===== src/rtl/nvv_pkg.sv =====
package nvv_pkg;
  localparam logic [7:0] SIG_BYTE  = 8'h5A;
  localparam int         ADLER_MOD = 65521;
  localparam int         OFS_CK    = 1;
  localparam int         OFS_HEND  = 15;
  localparam int         OFS_FLD   = 16;
  localparam int         OFS_GEN   = 20;
  localparam int         OFS_TAIL  = 24;

  typedef struct packed {
    logic       take;
    logic       first;
    logic       ckByte;
    logic       sumByte;
    logic       fldByte;
    logic       genByte;
    logic       adlByte;
    logic       replay;
    logic [1:0] replayIdx;
    logic       finish;
  } strobe_t;

  function automatic logic [31:0] adlerStep(logic [31:0] acc, logic [7:0] b);
    logic [16:0] lo;
    logic [16:0] hi;
    lo = {1'b0, acc[15:0]} + {9'd0, b};
    if (lo >= 17'(ADLER_MOD)) lo = lo - 17'(ADLER_MOD);
    hi = {1'b0, acc[31:16]} + lo;
    if (hi >= 17'(ADLER_MOD)) hi = hi - 17'(ADLER_MOD);
    return {hi[15:0], lo[15:0]};
  endfunction

  function automatic logic [7:0] foldSum(logic [15:0] s);
    logic [8:0] f;
    f = {1'b0, s[7:0]} + {1'b0, s[15:8]};
    return f[7:0] + {7'd0, f[8]};
  endfunction
endpackage


===== src/rtl/nvv_ctrl.sv =====
module nvv_ctrl
  import nvv_pkg::*;
#(
  parameter int IMAGE_BYTES = 8192
) (
  input  logic    clk,
  input  logic    rstN,
  input  logic    inValid,
  input  logic    inLast,
  output logic    inReady,
  output logic    doneValid,
  output strobe_t stb
);
  localparam int OFF_W = $clog2(IMAGE_BYTES) + 1;

  typedef enum logic [1:0] {ST_STREAM, ST_REPLAY, ST_DONE} state_t;

  state_t           state;
  logic [OFF_W-1:0] offset;
  logic [1:0]       repCnt;

  assign inReady   = (state == ST_STREAM);
  assign doneValid = (state == ST_DONE);

  always_comb begin
    stb           = '0;
    stb.take      = inValid && inReady;
    stb.first     = stb.take && (offset == '0);
    stb.ckByte    = stb.take && (offset == OFF_W'(OFS_CK));
    stb.sumByte   = stb.take && (offset > OFF_W'(OFS_CK)) && (offset <= OFF_W'(OFS_HEND));
    stb.fldByte   = stb.take && (offset >= OFF_W'(OFS_FLD)) && (offset < OFF_W'(OFS_GEN));
    stb.genByte   = stb.take && (offset >= OFF_W'(OFS_GEN)) && (offset < OFF_W'(OFS_TAIL));
    stb.adlByte   = stb.take && (offset >= OFF_W'(OFS_TAIL));
    stb.replay    = (state == ST_REPLAY);
    stb.replayIdx = repCnt;
    stb.finish    = stb.take && inLast;
  end

  always_ff @(posedge clk or negedge rstN) begin
    if (!rstN) begin
      state  <= ST_STREAM;
      offset <= '0;
      repCnt <= '0;
    end else begin
      case (state)
        ST_STREAM: begin
          if (stb.take) begin
            if (inLast) begin
              state  <= ST_DONE;
              offset <= '0;
            end else begin
              if (offset != '1) offset <= offset + 1'b1;
              if (offset == OFF_W'(OFS_TAIL - 1)) begin
                state  <= ST_REPLAY;
                repCnt <= '0;
              end
            end
          end
        end
        ST_REPLAY: begin
          repCnt <= repCnt + 1'b1;
          if (repCnt == 2'd3) state <= ST_STREAM;
        end
        default: state <= ST_STREAM;
      endcase
    end
  end
endmodule


===== src/rtl/nvv_dpath.sv =====
module nvv_dpath
  import nvv_pkg::*;
(
  input  logic        clk,
  input  logic        rstN,
  input  strobe_t     stb,
  input  logic [7:0]  inData,
  input  logic        inBank,
  input  logic        inSeal,
  output logic [1:0]  bankValid,
  output logic [31:0] bankGen0,
  output logic [31:0] bankGen1,
  output logic        activeBank,
  output logic [7:0]  sealCksum,
  output logic [31:0] sealAdler,
  output logic [31:0] sealGen,
  output logic        sealBank
);
  logic             modeSeal;
  logic             bankSel;
  logic [7:0]       sigReg;
  logic [7:0]       ckReg;
  logic [15:0]      hdrAcc;
  logic [31:0]      fldAdler;
  logic [31:0]      genReg;
  logic [31:0]      adlAcc;
  logic [1:0][31:0] gens;
  logic [31:0]      genUse;
  logic [7:0]       repByte;
  logic [7:0]       adlIn;
  logic             adlEn;
  logic [31:0]      adlNext;
  logic             imageOk;

  assign genUse = modeSeal ? genReg + 32'd1 : genReg;

  always_comb begin
    case (stb.replayIdx)
      2'd0:    repByte = genUse[31:24];
      2'd1:    repByte = genUse[23:16];
      2'd2:    repByte = genUse[15:8];
      default: repByte = genUse[7:0];
    endcase
  end

  assign adlIn   = stb.replay ? repByte : inData;
  assign adlEn   = stb.adlByte || stb.replay;
  assign adlNext = adlEn ? adlerStep(adlAcc, adlIn) : adlAcc;
  assign imageOk = (sigReg == SIG_BYTE) && (ckReg == foldSum(hdrAcc)) && (fldAdler == adlNext);

  assign bankGen0   = gens[0];
  assign bankGen1   = gens[1];
  assign activeBank = gens[0] < gens[1];

  always_ff @(posedge clk or negedge rstN) begin
    if (!rstN) begin
      modeSeal  <= 1'b0;
      bankSel   <= 1'b0;
      sigReg    <= '0;
      ckReg     <= '0;
      hdrAcc    <= '0;
      fldAdler  <= '0;
      genReg    <= '0;
      adlAcc    <= 32'd1;
      gens      <= '0;
      bankValid <= '0;
      sealCksum <= '0;
      sealAdler <= '0;
      sealGen   <= '0;
      sealBank  <= 1'b0;
    end else begin
      if (stb.ckByte)  ckReg    <= inData;
      if (stb.sumByte) hdrAcc   <= hdrAcc + {8'd0, inData};
      if (stb.fldByte) fldAdler <= {fldAdler[23:0], inData};
      if (stb.genByte) genReg   <= {genReg[23:0], inData};
      if (adlEn)       adlAcc   <= adlNext;
      if (stb.first) begin
        modeSeal <= inSeal;
        bankSel  <= inBank;
        sigReg   <= inData;
        hdrAcc   <= inSeal ? {8'd0, SIG_BYTE} : {8'd0, inData};
        adlAcc   <= 32'd1;
      end
      if (stb.finish) begin
        if (modeSeal) begin
          sealCksum <= foldSum(hdrAcc);
          sealAdler <= adlNext;
          sealGen   <= genReg + 32'd1;
          sealBank  <= ~activeBank;
        end else begin
          bankValid[bankSel] <= imageOk;
          gens[bankSel]      <= imageOk ? genReg : 32'd0;
        end
      end
    end
  end
endmodule


===== src/rtl/nvram_bank_validator.sv =====
module nvram_bank_validator
  import nvv_pkg::*;
#(
  parameter int IMAGE_BYTES = 8192
) (
  input  logic        clk,
  input  logic        rstN,
  input  logic        inValid,
  output logic        inReady,
  input  logic [7:0]  inData,
  input  logic        inLast,
  input  logic        inBank,
  input  logic        inSeal,
  output logic        doneValid,
  output logic [1:0]  bankValid,
  output logic [31:0] bankGen0,
  output logic [31:0] bankGen1,
  output logic        activeBank,
  output logic [7:0]  sealCksum,
  output logic [31:0] sealAdler,
  output logic [31:0] sealGen,
  output logic        sealBank
);
  strobe_t stb;

  nvv_ctrl #(.IMAGE_BYTES(IMAGE_BYTES)) ctrlI (
    .clk(clk), .rstN(rstN), .inValid(inValid), .inLast(inLast),
    .inReady(inReady), .doneValid(doneValid), .stb(stb)
  );

  nvv_dpath dpathI (
    .clk(clk), .rstN(rstN), .stb(stb), .inData(inData), .inBank(inBank),
    .inSeal(inSeal), .bankValid(bankValid), .bankGen0(bankGen0),
    .bankGen1(bankGen1), .activeBank(activeBank), .sealCksum(sealCksum),
    .sealAdler(sealAdler), .sealGen(sealGen), .sealBank(sealBank)
  );
endmodule


===== config.mk =====
export PLATFORM = sky130hd
export DESIGN_NAME = nvram_bank_validator
export DESIGN_NICKNAME = d
export VERILOG_FILES = /design/src/rtl/nvv_pkg.sv /design/src/rtl/nvv_ctrl.sv /design/src/rtl/nvv_dpath.sv /design/src/rtl/nvram_bank_validator.sv
export SDC_FILE = /design/constraint.sdc
export NUM_CORES = 1
export LEC_CHECK = 0
export BUFFER_PORTS_ARGS = -buffer_cell sky130_fd_sc_hd__buf_4
export CORE_MARGIN = 2
export CORE_UTILIZATION = 51
export CTS_BUF_LIST = sky130_fd_sc_hd__clkbuf_16
export CTS_CLUSTER_DIAMETER = 50
export DETAILED_ROUTE_END_ITERATION = 12
export GPL_ROUTABILITY_DRIVEN = 0
export PLACE_DENSITY = 0.74
export SLEW_MARGIN = 30
export SYNTH_ARGS = -nofsm -noshare
export SYNTH_HDL_FRONTEND = slang
export SYNTH_SLANG_ARGS = --single-unit

===== constraint.sdc =====
create_clock -name clk -period 12.7 [get_ports clk]
set_input_delay 1.27 -clock clk [delete_from_list [all_inputs] [get_ports clk]]
set_output_delay 1.27 -clock clk [all_outputs]
set_load 0.05 [all_outputs]

==> summary by stage, run 1 <==
Outcome
The run finished with clean final reports.

Route
The top layer reached by signal wires is met5. The number of DRC violations after detailed routing is 0. The wire length per cell is just over 20 um.

The routed via count is 16,280. The total routed wire length on the met1 layer is 23.58 mm. In the detailed route, the total length drawn on met2 is 23.58 mm. The final wirelength is 53.63 mm. In the routed layout, each cell is associated on average with a via count of 6.200. For this block, the initial DRC count from the detailed router was 1,582. The routed design uses 4.377 mm of met3 wire. The number of optimization iterations in the first detailed-route pass is 8. The detail route stage leaves a number of antenna-violating nets equal to 0.

Clock tree
Post-CTS repair changed the size of 0 cells. The CTS tree is built. Clock-pin slew was measured on the worst setup and hold paths at 0.06 ns. Buffers inserted during clock tree synthesis total 38.

The count of hold-fix buffers inserted at cts is 0. The maximum level of the CTS H-tree is 2. The number of clock sinks is ~290. The later pin in the worst-skew pair is clocked with a latency of 0.56 ns. No sink is reached through more buffers than the 3 on the longest clock path. In this run the clock root is driven by a sky130_fd_sc_hd__clkbuf_16. The buffer count from post-CTS setup fixing is 0.

Power and ir drop
VDD sags by at most 0.09174 mV. The total power density per cell area is approximately 150 nW/um2. The reported leakage power is 9.860 nW.

Die
The floorplan row count is between 60 and 70. After floorplanning, the core was sized to cover 35,740 um2. In this run the vertical extent of the chip is between 150 and 200 um.

The initial utilization of the core area, before any placement, comes to 0.5207. The floorplan step set the die width to just under 200 um. The die area is 38,030 um2.

The top-level I/O count is about 160.

Synthesis
The area fraction of the dominant cell type after synthesis is 0.3846. The most used flip-flop cell after synthesis is sky130_fd_sc_hd__dfrtp_1. Synthesis inferred 287 register bits. The Yosys step of the flow raised 0 warnings. The post-synthesis net count is 2,166. Synthesis handed over a netlist of 2,060 instances. The unique cell type count in the Yosys netlist is 93. The proportion of register bits with asynchronous set or reset after synthesis is 1.000. The number of enable flip-flop cells after synthesis is 0. The biggest area contributor in the post-synthesis netlist is sky130_fd_sc_hd__dfrtp_1. The most numerous cell in the Yosys netlist is sky130_fd_sc_hd__dfrtp_1.

The post-synthesis area per instance is approximately 9 um2. Summing every instance area after synthesis gives 18,610 um2. Sorting the synthesized cells by area gives the leading types as sky130_fd_sc_hd__dfrtp_1 (38%), sky130_fd_sc_hd__ha_1 (5.9%), sky130_fd_sc_hd__mux2_2 (4.5%), sky130_fd_sc_hd__xnor2_1 (4.4%), sky130_fd_sc_hd__nand2_1 (4.2%). The share of synthesized area occupied by flip-flops and latches is 0.3860. In the synthesized netlist, the cells that appear most often are sky130_fd_sc_hd__dfrtp_1 (286), sky130_fd_sc_hd__nand2_1 (208), sky130_fd_sc_hd__nor2_1 (176), sky130_fd_sc_hd__o21ai_0 (149), sky130_fd_sc_hd__clkbuf_1 (111).

Critical path
The kind of critical path is flip-flop to flip-flop. Data on the critical path arrives at its endpoint at 12.47 ns. The launching element type of the critical path is a flip-flop.

The family of cells with the greatest summed delay on the critical path is simple AND/OR/NAND/NOR gates. The required time of the worst setup path is 13.19 ns. The cell with the largest stage delay on the worst path is sky130_fd_sc_hd__or4_1. On the worst path, the slowest cell contributes a delay of between 0.6 and 0.7 ns.

In this run the worst path has a maximum fanout of 66. The total buffers and inverters traversed by the critical path is 2. The library cell appearing most often on the critical path is sky130_fd_sc_hd__and3_1.

The endpoint class of the critical path is a flip-flop.

Final layout
The net total in the final layout is 2,240. The number of filler cells placed in the layout is 3,092. The signed area change from the synthesized netlist to the final layout is 14.78%.

The number of antenna diodes in the final layout is 0. Of the cells placed in the final design, the portion with a size suffix greater than 1 is 0.1738.

STA
The final worst slack is ~0.72 ns. Setup total negative slack on the finished layout was measured at 0 ns. Setup repair after global routing left no endpoint under its margin. Setup violations remaining at the end of the flow were counted as 0. Of the available clock period, the critical path in the final layout requires 0.9435. The final-report hold violation count is 0. The routed design could run at a clock period as short as 11.98 ns. The worst relative slew slack is 0.4054.

The clock arrives with 0.02671 ns of skew. At the pin with the least slew margin, the transition time is 0.8694 ns. The max-slew violation count is 0. The highest achievable clock rate is approximately 83 MHz.

Place
The port buffer count is 155. The half-perimeter wire length after placement is 38.81 mm. The worst setup timing slack at the placement stage is 0.7646 ns.

Worst hold path
The class of the tightest hold or removal check is flip-flop to flip-flop.

GRT
The pin count of the biggest net entering global routing is 113. The number of antenna violations at the first check in global routing came to 2. The remaining global-route overflow is 0. The via count of the first global-routing pass is about 15,000. The total global routing track utilization is 0.2787. The global-route wire length before repair is 85.02 mm.

Run
The tool flagged a number of max-cap violations equal to 0.
-- flip-flops by register name, summed over array words and instances (netlist names), 14 cells and up --
signal	flops
dpathI.bankGen1	32
dpathI.sealGen	32
dpathI.adlAcc	32
dpathI.fldAdler	32
dpathI.genReg	32
ctrlI.offset	14
dpathI.sealAdler	32
dpathI.bankGen0	32
dpathI.hdrAcc	16
-- layout by cell type (no fill, tap or decap), types with 15 or more instances in the layout --
| cell | count |
|---|---|
| sky130_fd_sc_hd__nor2b_1 | 57 |
| sky130_fd_sc_hd__nand3_1 | 60 |
| sky130_fd_sc_hd__buf_4 | 164 |
| sky130_fd_sc_hd__inv_1 | 80 |
| sky130_fd_sc_hd__ha_1 | 88 |
| sky130_fd_sc_hd__and3_1 | 34 |
| sky130_fd_sc_hd__and2_1 | 15 |
| sky130_fd_sc_hd__nand2b_1 | 15 |
| sky130_fd_sc_hd__a21oi_1 | 70 |
| sky130_fd_sc_hd__a211oi_1 | 19 |
| sky130_fd_sc_hd__clkbuf_16 | 38 |
| sky130_fd_sc_hd__a31o_2 | 31 |
| sky130_fd_sc_hd__a31o_1 | 39 |
| sky130_fd_sc_hd__o211ai_1 | 17 |
| sky130_fd_sc_hd__a21o_1 | 22 |
| sky130_fd_sc_hd__dfrtp_1 | 286 |
| sky130_fd_sc_hd__nor3_1 | 41 |
| sky130_fd_sc_hd__nand4_1 | 32 |
| sky130_fd_sc_hd__nor2_1 | 176 |
| sky130_fd_sc_hd__xnor2_1 | 94 |
| sky130_fd_sc_hd__nand2_1 | 207 |
| sky130_fd_sc_hd__o21ai_0 | 149 |
| sky130_fd_sc_hd__mux2_2 | 74 |
| sky130_fd_sc_hd__xor2_1 | 64 |
-- cells by family after synthesis --
group,count (synthesis),share of synthesized area
AO/OA/AOI/OAI,490,0.1807
flip-flops,287,0.3860
buffers and inverters,211,0.04518
adder cells (fa/ha/maj),92,0.06347
XOR/XNOR,163,0.08041
AND/OR/NAND/NOR,729,0.1919
multiplexers,88,0.05231
-- stage by stage --
step / std cells / util / total power [mW] / cell area (um2) / hold slack (ns)
3_5_place_dp: 2555 / 0.5591 / 2.043 / 19980 / 0.4577
3_3_place_gp: 2553 / 0.5576 / 2.014 / 19930 / 0.4421
6_report: 2625 / 0.5977 / 3.150 / 21360 / 0.4700
5_1_grt: 2625 / 0.5977 / 3.306 / 21360 / 0.4936
2_1_floorplan: 2060 / - / 1.766 / 18610 / 0.4310
4_1_cts: 2625 / 0.5964 / 3.171 / 21320 / 0.4722
-- layer usage --
metal,vias to the layer above,GRT usage
met3,135,0.04542
li1,7489,-
met2,761,0.4287
met5,-,0
met1,7889,0.3943
met4,2,0.1105
-- power by group --
| group | internal (mW) | switching [mW] |
|---|---|---|
| sequential | 1.02 | 0.0847 |
| combinational | 0.329 | 0.600 |
| clock | 0.680 | 0.437 |
| total | 2.03 | 1.12 |
-- layout make-up --
class,count,area [um2],share of cell area
clock buffer,38,950.9,0.04451
clock inverter,32,381.6,0.01786
inverter,75,281.5,0.01318
multi-input combinational,1562,10650,0.4987
sequential,287,7183,0.3363
tap,461,576.8,0.02700
timing repair buffer,170,1335,0.06250
-- worst min-delay path: cells and delay by family (launching register included) --
family,cells,cell delay [ns]
DFF,1,0.34
and+or+nand+nor,2,0.10
-- final timing paths --
check / from / end / slack (ns) / depth (start not counted)
max: dpathI.genReg[10] / dpathI.bankValid[1] / 0.72 / 37
min: dpathI.sigReg[0] / dpathI.sigReg[0] / 0.47 / 2
max reg2reg: dpathI.genReg[10] / dpathI.bankValid[1] / 0.72 / 37
min reg2reg: dpathI.sigReg[0] / dpathI.sigReg[0] / 0.47 / 2
max in group asynchronous: rstN / dpathI.adlAcc[16] / 10.53 / 3
min in group asynchronous: rstN / dpathI.bankGen1[12] / 0.70 / 1
Note: power is estimated with default switching activity, not from simulation.
==> run 2, diff against run 1 <==
CELL_PAD_IN_SITES_DETAIL_PLACEMENT = 1   (was unset)
CELL_PAD_IN_SITES_GLOBAL_PLACEMENT = 1   (was unset)
CORE_UTILIZATION = 47   (was 51)
PLACE_DENSITY = 0.85   (was 0.74)
==> summary by stage, run 2 (synthesis gave the netlist of run 1 again) <==
Route
The number of optimization iterations in the first detailed-route pass is 5. The count of nets left with antenna violations once routing finished came out at 0. The via density per instance is 6.290. The final wirelength is between 60 and 70 mm. After detailed routing, the number of remaining DRC violations is 0. The routed via count is 16,890. The wire length per cell is 24.11 um. The first-iteration detailed-routing DRC count is roughly 1,500.

Outcome
The flow ran to the end, and the final reports show no timing, DRC or antenna violations.

Final layout
Relative to the synthesized area, the layout overhead comes to 15.44%. The commonest non-fill, non-tap cell in the layout is sky130_fd_sc_hd__dfrtp_1. In the final layout, the multi-input gates occupy 10,680 um2. The number of filler cells placed in the layout is 4,447. The area used by sequential logic in the layout is 7183 um2.

The core utilization of the finished layout is 0.5533. Excluding fillers, the count of instances in the completed layout stands at 2,685. The number of antenna diodes in the final layout is 0. The share of final-layout standard cells stronger than drive strength 1 is 0.1786. For this run, the post-layout net count is 2,243. In the layout the commonest cells are sky130_fd_sc_hd__dfrtp_1 (286), sky130_fd_sc_hd__nand2_1 (207), sky130_fd_sc_hd__nor2_1 (175).

STA
The final-report hold violation count is 0. Measured against its own limit, the worst slew margin works out to 0.3708. The max-slew violation count is 0. The final clock period utilization by the worst path is 0.9415.

Setup violations remaining at the end of the flow were counted as 0. The shortest clock period the worst path allows after layout is 11.96 ns. For this run, the top clock speed supported by timing is 83.63 MHz. The final worst slack is roughly 0.74 ns. Setup total negative slack on the finished layout was measured at 0 ns. Across the routed clock network, the largest skew measured is 0.05175 ns. At the pin with the least slew margin, the transition time is 0.9201 ns.

Critical path
The worst setup path is of the flip-flop to flip-flop kind. The maximum cell stage delay along the critical path is 0.67 ns. The cell that appears most often on the critical path is sky130_fd_sc_hd__and3_1.

The launching element type of the critical path is a flip-flop. For the worst setup path, the data arrival time is 12.50 ns. The family of cells with the greatest summed delay on the critical path is simple AND/OR/NAND/NOR gates. The worst register-to-register path has a setup slack of about 0.74 ns.

The cell with the largest stage delay on the worst path is sky130_fd_sc_hd__or4_1. The worst setup path is captured at a flip-flop. The required time of the worst setup path is 13.24 ns. The highest fanout seen on the critical path is 66.

Together, buffers and inverters on the worst path number 2.

Place
The half-perimeter wire length after placement is 45.13 mm. Counting tap cells, the placed design contains a total of 2,612 instances. The worst setup timing slack at the placement stage is 0.4633 ns. The port buffer count is ~160.

Die
The die area is 41,200 um2. During I/O placement, the number of pins put on the boundary was 156. After floorplanning, the core was divided into 72 placement rows. From bottom edge to top edge, the die measures 203.0 um. The total area inside the core boundary comes to between 30,000 and 40,000 um2. The initial utilization of the core area, before any placement, comes to 0.4793. Measured along the x axis, the die boundary spans a little over 200 um.

Power and ir drop
The portion of total power attributed to sequential cells is 0.343. The internal portion of the total power is 2.034 mW. The fraction of power spent switching nets is 0.3761. VDD sags by at most 0.1405 mV.

Of the total power, combinational logic draws 0.298. The part of the power in the clock network is 0.359. For this design the static power due to leakage is approximately 9.9 nW. Summed over all nets, the switching power comes to 1.226 mW. For this design the ratio of total power to cell area is roughly 150 nW/um2.

Clock tree
The tree built by TritonCTS fans out to about 290 sinks. The number of buffers on the longest clock path is 3. The maximum level of the CTS H-tree is 2. The clock edge transition at the registers on the reported setup and hold paths is 0.07 ns. The cell at the root of the clock tree is sky130_fd_sc_hd__clkbuf_16.

The CTS tree is built. The count of hold-fix buffers inserted at cts is 0. The clock latency on the worst-skew pair is 0.60 ns. Buffers inserted during clock tree synthesis total 39.

Worst hold path
The class of the tightest hold or removal check is flip-flop to flip-flop.

GRT
The pin count of the biggest net entering global routing is 106. The total global routing track utilization is 0.3125. The number of antenna violations at the first check in global routing was 0.

The global-route wire length before repair is 101.0 mm. The via count of the first global-routing pass came to ~18,000. The remaining global-route overflow is 0.

Run
The tool flagged a number of max-cap violations equal to 0.
## run 2: worst min-delay path, cell delays in order (launching register included)
cell and delay (ns):
sky130_fd_sc_hd__dfrtp_1 0.34, sky130_fd_sc_hd__nand2_1 0.05, sky130_fd_sc_hd__nand2_1 0.05
## run 2: repair_timing
action,CTS,global route
setup buffers,0,2
endpoints found under the setup margin,0,66
gates resized for setup,0,10
## run 2: path summary, 6_finish.rpt
kind,start,to,cells past startpoint
min in group asynchronous,rstN,dpathI.bankGen0[4],1
max in group asynchronous,rstN,dpathI.adlAcc[21],3
max reg2reg,dpathI.genReg[10],dpathI.bankValid[1],37
min,dpathI.sigReg[4],dpathI.sigReg[4],2
max,dpathI.genReg[10],dpathI.bankValid[1],37
min reg2reg,dpathI.sigReg[4],dpathI.sigReg[4],2
## run 2: layer usage
metal | wire length (um) | global-route usage | vias to the layer above
met1 | 27640 | 0.4224 | 8510
li1 | - | - | 7486
met5 | 0 | 0 | -
met4 | 2829 | 0.1389 | 0
met2 | 29460 | 0.4919 | 707
met3 | 4805 | 0.05522 | 185
## run 2: area by class of cell
cell class | instances | share of cell area
flip-flops and latches | 287 | 0.3343
repair buffers | 172 | 0.06080
inverters | 75 | 0.01310
multi-input cells | 1562 | 0.4969
clock buffers | 39 | 0.04543
clock inverters | 32 | 0.01922
well taps | 518 | 0.03017
## run 2: per-stage QoR
stage	hold WS [ns]	area (um2)	total power, mW
floorplan	0.4310	18610	1.766
global placement	0.4471	20010	2.027
detailed placement	0.4524	20010	2.075
CTS	0.4770	21400	3.271
global route	0.5088	21480	3.399
finish	0.4788	21480	3.260
## run 2: power groups by stage
stage,Combinational [mW],Clock (mW),Sequential [mW]
2_1_floorplan,0.457,0,1.31
3_3_place_gp,0.906,0,1.12
3_5_place_dp,0.946,0,1.13
4_1_cts,0.972,1.18,1.12
5_1_grt,1.05,1.22,1.13
6_report,0.972,1.17,1.12
==> run 3, diff against run 2 <==
ABC_AREA = 1   (was unset)
CORE_UTILIZATION = 45   (was 47)
RECOVER_POWER = 100   (was unset)
==> summary by stage, run 3 <==
Outcome
The flow ran to the end, but the final reports show violations. The checks that failed: max-capacitance violations, max-slew violations.

Critical path
The total buffers and inverters traversed by the critical path is 3. The largest individual stage delay along the critical path comes from the cell sky130_fd_sc_hd__nand3_2. The setup check on the worst reg-to-reg path leaves a slack of between 1.5 and 2 ns. The critical path crosses 54 cells after its start point.

Data on the critical path arrives at its endpoint at 11.54 ns. For this run, the slowest stage of the critical path takes 0.51 ns. The worst setup path is of the flip-flop to flip-flop kind. The highest fanout seen on the critical path is 21. Among the stages of the critical path, the cell type that occurs most often is sky130_fd_sc_hd__nand2_1. In this run the critical register-to-register path is captured at dpathI.bankGen1[25]. The launching element type of the critical path is a flip-flop.

On the critical path the largest part of the delay comes from simple AND/OR/NAND/NOR gates. STA puts the critical path data required time at ~13 ns. The startpoint identified for the worst register-to-register timing path is dpathI.genReg[0].

The number of cells on the worst reg-to-reg path is 54. The endpoint class of the critical path is a flip-flop.

Clock tree
The root buffer cell chosen for the clock tree is sky130_fd_sc_hd__clkbuf_16. The number of buffers created by CTS is 38. The CTS tree is built.

No sink is reached through more buffers than the 3 on the longest clock path. The number of hold buffers added after CTS was 0. Clock-pin slew was measured on the worst setup and hold paths at 0.06 ns.

CTS saw 287 sinks. Once the clock tree was built, the resizer swapped 0 gates to a different size. The number of setup buffers added after CTS is 0. At the later pin of the worst-skew pair, clock insertion delay measures 0.57 ns.

The H-tree was split into 2 levels.

Route
Wire segments on met3 add up to 3.433 mm in the final route. Before antenna repair, the detailed router went through 6 iterations. The amount of wire on met2 after detailed routing is 29.98 mm. In this run the top signal layer used is met4. The routed layout has 16,970 vias. The post-route antenna net violation count is 0. The number of DRC violations after detailed routing is 0.

The total routed wire length on the met1 layer is roughly 26 mm. The wire length per cell is 20.48 um. Summed over all layers, the routed wires come to 61.75 mm. The via density per instance is 5.628. After the first detailed-routing iteration, the DRC count stood at 1,181.

GRT
Entering global routing, the biggest net connects around 110 pins. The number of antenna violations at the first check in global routing is 0. The total global routing track utilization is 0.2962. The remaining global-route overflow is 0. The via count of the first global-routing pass is 18,120.

The global-route wire length before repair is 97.48 mm.

Synthesis
After technology mapping, the gate count stands at approximately 2,300. A synthesized cell averages around 7.8 um2. The synthesized netlist occupies a cell area of approximately 18,000 um2. The Yosys step of the flow raised 0 warnings. The cell type with the largest total area after synthesis is sky130_fd_sc_hd__dfrtp_1.

The synthesis-stage register bit count is 287. The number of enable flip-flop cells after synthesis is 0. The most used flip-flop cell after synthesis is sky130_fd_sc_hd__dfrtp_1. Counting distinct cell types in the post-synthesis netlist gives 60. The area fraction of the dominant cell type after synthesis is 0.3928. After synthesis, the cell types taking the most area are sky130_fd_sc_hd__dfrtp_1 (39%), sky130_fd_sc_hd__nand2_1 (13%), sky130_fd_sc_hd__ha_1 (6.0%), sky130_fd_sc_hd__o21ai_0 (5.5%), sky130_fd_sc_hd__inv_1 (5.5%). Counting flops with an async set or reset pin after synthesis yields a share of 1.000. In the post-synthesis netlist, the cell with the most instances is sky130_fd_sc_hd__nand2_1. The share of synthesized area occupied by flip-flops and latches is 0.3942. Synthesis produced a netlist with a net count of about 2,400. The commonest cells after synthesis are sky130_fd_sc_hd__nand2_1 (629), sky130_fd_sc_hd__dfrtp_1 (286), sky130_fd_sc_hd__inv_1 (268), sky130_fd_sc_hd__o21ai_0 (202), sky130_fd_sc_hd__nor2_1 (162).

STA
The smallest clock period supported by the final layout is computed as 11.07 ns. The worst hold margin is between 0.4 and 0.5 ns. Derived from the worst setup path, the maximum achievable clock frequency is ~90 MHz. Setup violations remaining at the end of the flow were counted as 0. Adding up every negative setup slack in the final design gives 0 ns. The max-slew violation count is 578. The worst relative slew slack is -2.903. Setup repair after global routing left no endpoint under its margin. The final-report hold violation count is 0. For the pin with the worst max-slew slack, the measured transition is 5.854 ns.

The final clock period utilization by the worst path is 0.8718. For the final database, setup skew stands at about 0.023 ns.

Final layout
The repair_antennas step left the layout with diodes totalling 0. The commonest non-fill, non-tap cell in the layout is sky130_fd_sc_hd__nand2_1. For this run, the post-layout net count is around 2,600. The layout has between 5,000 and 6,000 filler cells. The share of final-layout standard cells stronger than drive strength 1 is 0.07430. The signed area change from the synthesized netlist to the final layout is 9.950%. In the layout the commonest cells are sky130_fd_sc_hd__nand2_1 (637), sky130_fd_sc_hd__dfrtp_1 (286), sky130_fd_sc_hd__inv_1 (274).

Die
For this configuration, the core starts out at a cell density of 0.4576. The core box area is roughly 40,000 um2. The top-level I/O count is 156.

The die covers 42,120 um2. The die outline width is 205.2 um. The floorplan row count is between 70 and 80. In this run the vertical extent of the chip is 205.2 um.

Place
Detailed placement ended at an HPWL of 45.60 mm. Port buffering added approximately 160 buffers.

Worst hold path
The worst hold path terminates at dpathI.sealGen[2]. The worst hold path startpoint is dpathI.sealGen[2]. The worst hold path belongs to the class flip-flop to flip-flop.

Counting instances, the worst hold path has a depth of 2.

Run
Across the run, the number of max-cap violations was 8.

Power and ir drop
In this run the static leakage power is 9.543 nW. The maximum VDD drop is ~0.14 mV. The total power density per cell area is between 200 and 250 nW/um2.
==> run 3: cell count changes after synthesis, moves of 53 or more <==
cell	before	now
sky130_fd_sc_hd__nor2b_1	57	0
sky130_fd_sc_hd__nand2_1	208	629
sky130_fd_sc_hd__clkbuf_1	111	55
sky130_fd_sc_hd__o21ai_0	149	202
sky130_fd_sc_hd__inv_1	75	268
sky130_fd_sc_hd__mux2_2	74	0
sky130_fd_sc_hd__xnor2_1	94	9
sky130_fd_sc_hd__nand3_1	60	128
==> run 3: area by class of cell <==
type / instances / area, um2 / share of cell area
multi-input cells: 1687 / 9110 / 0.4547
flip-flops and latches: 287 / 7183 / 0.3585
inverters: 278 / 1045 / 0.05215
clock buffers: 38 / 950.9 / 0.04746
repair buffers: 169 / 733.2 / 0.03660
well taps: 525 / 656.9 / 0.03279
clock inverters: 31 / 355.3 / 0.01774
==> run 3: cell families after synthesis <==
group	after synthesis	synth area share
xor+xnor	48	0.02472
compound gates	425	0.1334
buf+inv	358	0.08226
flops	287	0.3942
fa+ha+maj	92	0.06482
simple gates	1122	0.3006
==> run 3: worst register-to-register path: cells and delay by family (launching register included) <==
family | cells | cell delay [ns]
AND/OR/NAND/NOR | 39 | 6.72
XOR/XNOR | 1 | 0.26
flip-flops | 1 | 0.49
adder cells (fa/ha/maj) | 4 | 1.30
AO/OA/AOI/OAI | 7 | 1.86
buffers and inverters | 3 | 0.39
==> run 3: how the worst max path moves through the flow <==
stage                     startpoint                   to  slack [ns]
floorplan           dpathI.genReg[0]  dpathI.bankGen0[22]        5.04
global placement    dpathI.genReg[0]  dpathI.bankGen1[22]        2.42
detailed placement  dpathI.genReg[0]   dpathI.bankGen1[0]        1.90
CTS                 dpathI.genReg[0]  dpathI.bankGen1[25]        1.77
global route        dpathI.genReg[0]  dpathI.bankGen1[25]        0.47
finish              dpathI.genReg[0]  dpathI.bankGen1[25]        1.63
==> run 3: where the power goes <==
part | leakage, nW | switching (mW) | total (mW) | internal (mW)
Sequential | 3.79 | 0.268 | 1.41 | 1.14
Combinational | 5.11 | 1.25 | 1.64 | 0.393
Clock | 0.648 | 0.462 | 1.13 | 0.665
==> run 3: through the flow <==
stage               instances  setup WS (ns)  utilization  total power [mW]  area [um2]
floorplan                2332          5.043            -             2.558       18220
global placement         2943          2.418       0.4946             3.080       19700
detailed placement       2945          1.904       0.4958             3.185       19740
finish                   3015          1.628       0.5031             4.176       20030
CTS                      3014          1.773       0.5286             4.351       21050
global route             3015         0.4694       0.5031             4.393       20030
==> run 3: routing by layer <==
layer  global-route usage  vias up
met5                    0        -
met4               0.1251        0
met3              0.04640      142
met2               0.5024      480
met1               0.3760     8444
li1                     -     7902
